$ cat config.mk
export PLATFORM = sky130hd
export DESIGN_NAME = sysctl_regs
export DESIGN_NICKNAME = d
export VERILOG_FILES = /design/src/rtl/sysctl_pkg.sv /design/src/rtl/sysctl_cfg_store.sv /design/src/rtl/sysctl_irq_agg.sv /design/src/rtl/sysctl_gpo.sv /design/src/rtl/sysctl_regs.sv
export SDC_FILE = /design/constraint.sdc
export NUM_CORES = 1
export LEC_CHECK = 0
export BUFFER_PORTS_ARGS = -buffer_cell sky130_fd_sc_hd__buf_4
export CORE_AREA = 2 2 194 196
export DETAILED_ROUTE_END_ITERATION = 10
export DIE_AREA = 0 0 196 198
export HOLD_SLACK_MARGIN = 0.12
export REMOVE_ABC_BUFFERS = 1
export SYNTH_ARGS = -nofsm -noshare
export SYNTH_HDL_FRONTEND = slang
export SYNTH_SLANG_ARGS = --single-unit
$ cat constraint.sdc
create_clock -name clk -period 3.1 [get_ports clk]
set_input_delay 0.31 -clock clk [delete_from_list [all_inputs] [get_ports clk]]
set_output_delay 0.31 -clock clk [all_outputs]
set_load 0.02 [all_outputs]
$ cat src/rtl/sysctl_pkg.sv
package sysctl_pkg;

    localparam int ADDR_W    = 8;
    localparam int DATA_W    = 8;
    localparam int IRQ_LINES = 8;
    localparam int GPO_LINES = 16;
    localparam int GPO_LANES = 3;
    localparam int CFG_BYTES = 16;
    localparam int CFG_IDX_W = $clog2(CFG_BYTES);

    localparam logic [ADDR_W-1:0] OFS_REV_LO  = 8'h08;
    localparam logic [ADDR_W-1:0] OFS_REV_HI  = 8'h09;
    localparam logic [ADDR_W-1:0] OFS_STATUS  = 8'h50;
    localparam logic [ADDR_W-1:0] OFS_MASK    = 8'h52;
    localparam logic [ADDR_W-1:0] OFS_GPO_DAT = 8'h78;
    localparam logic [ADDR_W-1:0] OFS_GPO_ENA = 8'h7C;
    localparam logic [DATA_W-1:0] REV_CODE    = 8'h03;

    typedef struct packed {
        logic                 hit;
        logic [CFG_IDX_W-1:0] idx;
    } cfg_sel_t;

    // Map a byte offset onto a configuration storage slot.
    function automatic cfg_sel_t cfg_lookup(input logic [ADDR_W-1:0] a);
        cfg_sel_t s;
        s.hit = 1'b1;
        s.idx = '0;
        case (a)
            8'h54: s.idx = CFG_IDX_W'(0);
            8'h60: s.idx = CFG_IDX_W'(1);
            8'h61: s.idx = CFG_IDX_W'(2);
            8'h98, 8'h99, 8'h9A, 8'h9B,
            8'h9C, 8'h9D, 8'h9E, 8'h9F:
                   s.idx = CFG_IDX_W'(a - 8'h98 + 8'd3);
            8'hE0: s.idx = CFG_IDX_W'(11);
            8'hE4: s.idx = CFG_IDX_W'(12);
            8'hE5: s.idx = CFG_IDX_W'(13);
            8'hFC: s.idx = CFG_IDX_W'(14);
            8'hFF: s.idx = CFG_IDX_W'(15);
            default: s.hit = 1'b0;
        endcase
        return s;
    endfunction

endpackage

$ cat src/rtl/sysctl_cfg_store.sv
module sysctl_cfg_store
    import sysctl_pkg::*;
#(
    parameter int NBYTES = CFG_BYTES
) (
    input  logic              clk,
    input  logic              rst,
    input  logic              wr_en,
    input  logic [ADDR_W-1:0] addr,
    input  logic [DATA_W-1:0] wdata,
    output logic              hit,
    output logic [DATA_W-1:0] rdata
);

    cfg_sel_t sel;
    logic [NBYTES-1:0][DATA_W-1:0] mem_d, mem_q;

    always_comb begin
        sel   = cfg_lookup(addr);
        hit   = sel.hit;
        mem_d = mem_q;
        if (wr_en && sel.hit) begin
            mem_d[sel.idx] = wdata;
        end
        rdata = sel.hit ? mem_q[sel.idx] : '0;
    end

    for (genvar i = 0; i < NBYTES; i++) begin : g_byte
        always_ff @(posedge clk) begin
            if (rst) begin
                mem_q[i] <= '0;
            end else begin
                mem_q[i] <= mem_d[i];
            end
        end
    end

endmodule

$ cat src/rtl/sysctl_irq_agg.sv
module sysctl_irq_agg
    import sysctl_pkg::*;
#(
    parameter int LINES = IRQ_LINES
) (
    input  logic              clk,
    input  logic              rst,
    input  logic              wr_en,
    input  logic [ADDR_W-1:0] addr,
    input  logic [DATA_W-1:0] wdata,
    input  logic [LINES-1:0]  sub_irq,
    output logic              hit,
    output logic [DATA_W-1:0] rdata,
    output logic              host_irq
);

    typedef struct packed {
        logic [LINES-1:0] status;
        logic [LINES-1:0] mask;
    } irq_state_t;

    irq_state_t st_d, st_q;

    always_comb begin
        st_d        = st_q;
        st_d.status = sub_irq;
        if (wr_en && addr == OFS_MASK) begin
            st_d.mask = wdata[LINES-1:0];
        end
        hit   = (addr == OFS_STATUS) || (addr == OFS_MASK);
        rdata = '0;
        if (addr == OFS_STATUS) begin
            rdata[LINES-1:0] = st_q.status;
        end else if (addr == OFS_MASK) begin
            rdata[LINES-1:0] = st_q.mask;
        end
        host_irq = |(st_q.status & st_q.mask);
    end

    always_ff @(posedge clk) begin
        if (rst) begin
            st_q <= '0;
        end else begin
            st_q <= st_d;
        end
    end

endmodule

$ cat src/rtl/sysctl_gpo.sv
module sysctl_gpo
    import sysctl_pkg::*;
#(
    parameter int LINES = GPO_LINES,
    parameter int LANES = GPO_LANES
) (
    input  logic              clk,
    input  logic              rst,
    input  logic              wr_en,
    input  logic [ADDR_W-1:0] addr,
    input  logic [DATA_W-1:0] wdata,
    output logic              hit,
    output logic [DATA_W-1:0] rdata,
    output logic [LINES-1:0]  level,
    output logic [LINES-1:0]  chg
);

    localparam int REG_W = LANES * DATA_W;

    typedef struct packed {
        logic [REG_W-1:0] data;
        logic [REG_W-1:0] oe;
        logic [LINES-1:0] level;
        logic [LINES-1:0] chg;
    } gpo_state_t;

    gpo_state_t       st_d, st_q;
    logic [LANES-1:0] dat_sel, ena_sel;
    logic [REG_W-1:0] drive_full;

    for (genvar k = 0; k < LANES; k++) begin : g_lane
        assign dat_sel[k] = (addr == OFS_GPO_DAT + ADDR_W'(k));
        assign ena_sel[k] = (addr == OFS_GPO_ENA + ADDR_W'(k));
    end

    always_comb begin
        st_d     = st_q;
        st_d.chg = '0;
        rdata    = '0;
        hit      = |{dat_sel, ena_sel};
        for (int k = 0; k < LANES; k++) begin
            if (wr_en && dat_sel[k]) st_d.data[k*DATA_W +: DATA_W] = wdata;
            if (wr_en && ena_sel[k]) st_d.oe[k*DATA_W +: DATA_W]   = wdata;
            if (dat_sel[k]) rdata = st_q.data[k*DATA_W +: DATA_W];
            if (ena_sel[k]) rdata = st_q.oe[k*DATA_W +: DATA_W];
        end
        drive_full = st_d.data & st_d.oe;
        if (wr_en && hit) begin
            st_d.level = drive_full[LINES-1:0];
            st_d.chg   = drive_full[LINES-1:0] ^ st_q.level;
        end
        level = st_q.level;
        chg   = st_q.chg;
    end

    always_ff @(posedge clk) begin
        if (rst) begin
            st_q <= '0;
        end else begin
            st_q <= st_d;
        end
    end

endmodule

$ cat src/rtl/sysctl_regs.sv
module sysctl_regs
    import sysctl_pkg::*;
(
    input  logic                 clk,
    input  logic                 rst,
    input  logic                 wr_en,
    input  logic                 rd_en,
    input  logic [ADDR_W-1:0]    addr,
    input  logic [DATA_W-1:0]    wdata,
    output logic [DATA_W-1:0]    rdata,
    input  logic [IRQ_LINES-1:0] sub_irq,
    output logic                 host_irq,
    output logic [GPO_LINES-1:0] gpo_level,
    output logic [GPO_LINES-1:0] gpo_chg,
    output logic                 err
);

    typedef struct packed {
        logic err;
    } top_state_t;

    top_state_t        st_d, st_q;
    logic              irq_hit, gpo_hit, cfg_hit, rev_hit;
    logic [DATA_W-1:0] irq_rd, gpo_rd, cfg_rd, rev_rd;

    sysctl_irq_agg #(.LINES(IRQ_LINES)) u_irq (
        .clk, .rst, .wr_en, .addr, .wdata, .sub_irq,
        .hit(irq_hit), .rdata(irq_rd), .host_irq
    );

    sysctl_gpo #(.LINES(GPO_LINES), .LANES(GPO_LANES)) u_gpo (
        .clk, .rst, .wr_en, .addr, .wdata,
        .hit(gpo_hit), .rdata(gpo_rd), .level(gpo_level), .chg(gpo_chg)
    );

    sysctl_cfg_store #(.NBYTES(CFG_BYTES)) u_cfg (
        .clk, .rst, .wr_en, .addr, .wdata,
        .hit(cfg_hit), .rdata(cfg_rd)
    );

    always_comb begin
        rev_hit = (addr == OFS_REV_LO) || (addr == OFS_REV_HI);
        rev_rd  = (addr == OFS_REV_LO) ? REV_CODE : '0;
        rdata   = irq_rd | gpo_rd | cfg_rd | rev_rd;
        st_d    = st_q;
        if ((wr_en || rd_en) && !(rev_hit || irq_hit || gpo_hit || cfg_hit)) begin
            st_d.err = 1'b1;
        end
        err = st_q.err;
    end

    always_ff @(posedge clk) begin
        if (rst) begin
            st_q <= '0;
        end else begin
            st_q <= st_d;
        end
    end

endmodule

==> run metrics <==
# DRC 0; CTS buffer count 24; Core Area approximately 37000 µm²; critical register-to-register path endpoint u_gpo.chg[2]; Wirelength per Cell ~18 µm; achievable clock frequency roughly 0.31 GHz; first-pass GRT wire length between 50 and 60 mm; largest net degree at the start of global routing between 100 and 150; # rows slightly above 70; Synth Flop Type dfxtp_1; IO Count 70; global route hottest layer met2; TritonRoute pass-1 iters 5; Pleak around 5.0 nW; sequential-to-total area share from yosys stat 0.412; Max Buffers Root-to-Sink 3; total congestion overflow 0; CTS clk-pin slew, worst paths roughly 60 ps; Final Cycle Share 1.02; total number of vias roughly 9700; cell taking the most area after synthesis dfxtp_1; Die X roughly 200 µm; GR Util met2 0.264; PortBufs between 60 and 70; r2r worst-path depth 5; status finished with violations; clk root buf clkbuf_16; Vias/cell 5.15; min Tclk post-route roughly 3200 ps; CP startpoint kind primary input; Worst-Margin Slew about 1200 ps; CTS tree done; unrepaired setup endpoints after global routing yes; end of the worst hold path err; synthesized area roughly 11000 µm²; Final Hold Viols 0; Final setup viols 4; Seq. cell area 4500 µm²; PwrDens roughly 440 nW/µm²; clock sinks around 230; Worst Hold Path Cells 4; flops & latches, synth between 200 and 250; count of mapped cells out of synthesis ~1300; initial antenna violation count 1; top cell type's share of synthesized area 0.412; dpl hpwl between 20 and 25 mm; RR Startpoint u_gpo.st_q[58]; commonest non-fill, non-tap cells in the layout dfxtp_1, nor2_1, mux2i_1; share of cells above drive strength 1 0.236; Initial Util 0.296; failing checks setup timing; pre-CTS setup slack -606 ps; Total GRT Usage 0.169; ys async rst share 0; Placer Congestion roughly 0.9; flop2flop setup slack between 1500 and 2000 ps; peak supply drop slightly below 0.0004 V; fin. max-slew vios 0; Synth cell types 68; Multi-input gate area about 6000 µm²; Critical Path Sink Type primary output; clock skew 4.71 ps; total wire length 33.4 mm; Setup WS post-layout -76.2 ps; min-delay src rd_en; Min-Delay Path Class primary input to flip-flop; Area Growth Syn to Fin 27.7%; Post-DRT Antenna Nets 0; fillers 3696; Syn. warnings 0; Worst Path Max Fanout 8; NumNets Final about 1400; 1st-iter DRT viols roughly 700; number of global-route vias before repair 9206; GR Util met3 0.0351; M1 GR Usage 0.237; clk_lat worst skew around 520 ps; final non-filler cell total ~1900; Syn Area/Cell roughly 8.6 µm²; Max-Cap Viols 0; commonest non-fill, non-tap cell in the layout dfxtp_1; Synth area leaders dfxtp_1, mux2i_1, nor2_1, nand2_1, a21oi_1; EDFF count, synth 0; Required @ worst endpoint 2790 ps; Placed Instances 1800; die area slightly below 40000 µm²; die height between 150 and 200 µm; WP data arrival 2870 ps; CTS H-tree lvls 1; Worst slew margin 0.231; Inserted Diodes 0; Setup CP Type primary input to primary output
[report_power, final]
part	total, mW	internal [mW]	switching, mW
sequential	2.91	2.90	0.00858
combinational	0.414	0.152	0.262
clock	2.86	1.65	1.21
[metal layers]
layer	wire (µm)	share of wire
met4	787	0.024
met1	15500	0.47
met2	14600	0.44
met5	9	0.00027
met3	2490	0.074
[repair_timing]
action / 4_1_cts / 5_1_grt
gates resized for setup: 46 / 34
pin swaps: 22 / 11
endpoints found under the hold margin: 8 / 0
buffers inserted: 13 / 13
gates cloned: 0 / 1
endpoints found under the setup margin: 8 / 8
hold buffers: 8 / 0
[critical path: stages]
cell and delay (ps):
buf_6 100, inv_2 90, ha_2 190, or3b_4 380, or2_4 260, and3_4 210, buf_8 140, buf_12 120
buf_12 130, nand3_1 90, a21oi_1 90, buf_4 150, o41ai_4 310, buf_4 180, buf_6 110
[worst max-delay path by stage]
stage | startpoint | to | slack [ps] | cells after the start
2_1_floorplan | addr[0] | rdata[2] | -1080 | 8
3_3_place_gp | addr[1] | rdata[4] | -560 | 14
3_5_place_dp | addr[1] | rdata[4] | -610 | 14
4_1_cts | addr[0] | rdata[4] | -120 | 15
5_1_grt | addr[1] | rdata[2] | -150 | 15
6_report | addr[1] | rdata[2] | -80 | 15
[cell type report]
type                       count  area share
multi-input combinational    907       0.431
sequential                   225       0.323
clock buffer                  32      0.0496
clock inverter                10     0.00583
tap                          474      0.0425
inverter                      11     0.00332
timing repair buffer         216       0.145
[logic make-up after synthesis]
kind of cell    synth area share
simple gates               0.210
xor+xnor                 0.00802
compound gates             0.129
mux                        0.171
fa+ha+maj                0.00573
buf+inv                   0.0631
flops                      0.412
[cell usage after synthesis, drive strengths merged (16+ instances only)]
cell type / instances
nand3: 35
nand2: 155
dfxtp: 225
a21oi: 84
buf: 60
clkbuf: 70
mux2i: 178
o21ai: 42
nor2: 207
nor3: 16
[sequential cells by signal, summed over array words and instances, names as in the netlist]
signal       cells
u_gpo.st_q      48
u_irq.st_q      16
u_gpo.chg       16
u_gpo.level     16
u_cfg.mem_q    128
err              1
[metrics by stage]
stage / power (mW) / util / hold WS (ps) / setup TNS (ps) / area (µm²)
after floorplan: 3.09 / - / 379 / -93890 / 10300
after global placement: 3.33 / 0.338 / 462 / -3650 / 12500
after detailed placement: 3.34 / 0.338 / 469 / -5310 / 12500
after CTS: 6.20 / 0.370 / 180 / -197 / 13700
after global routing: 6.38 / 0.377 / 204 / -750 / 13900
final: 6.18 / 0.377 / 201 / -124 / 13900
(Power assumes the default switching activity.)
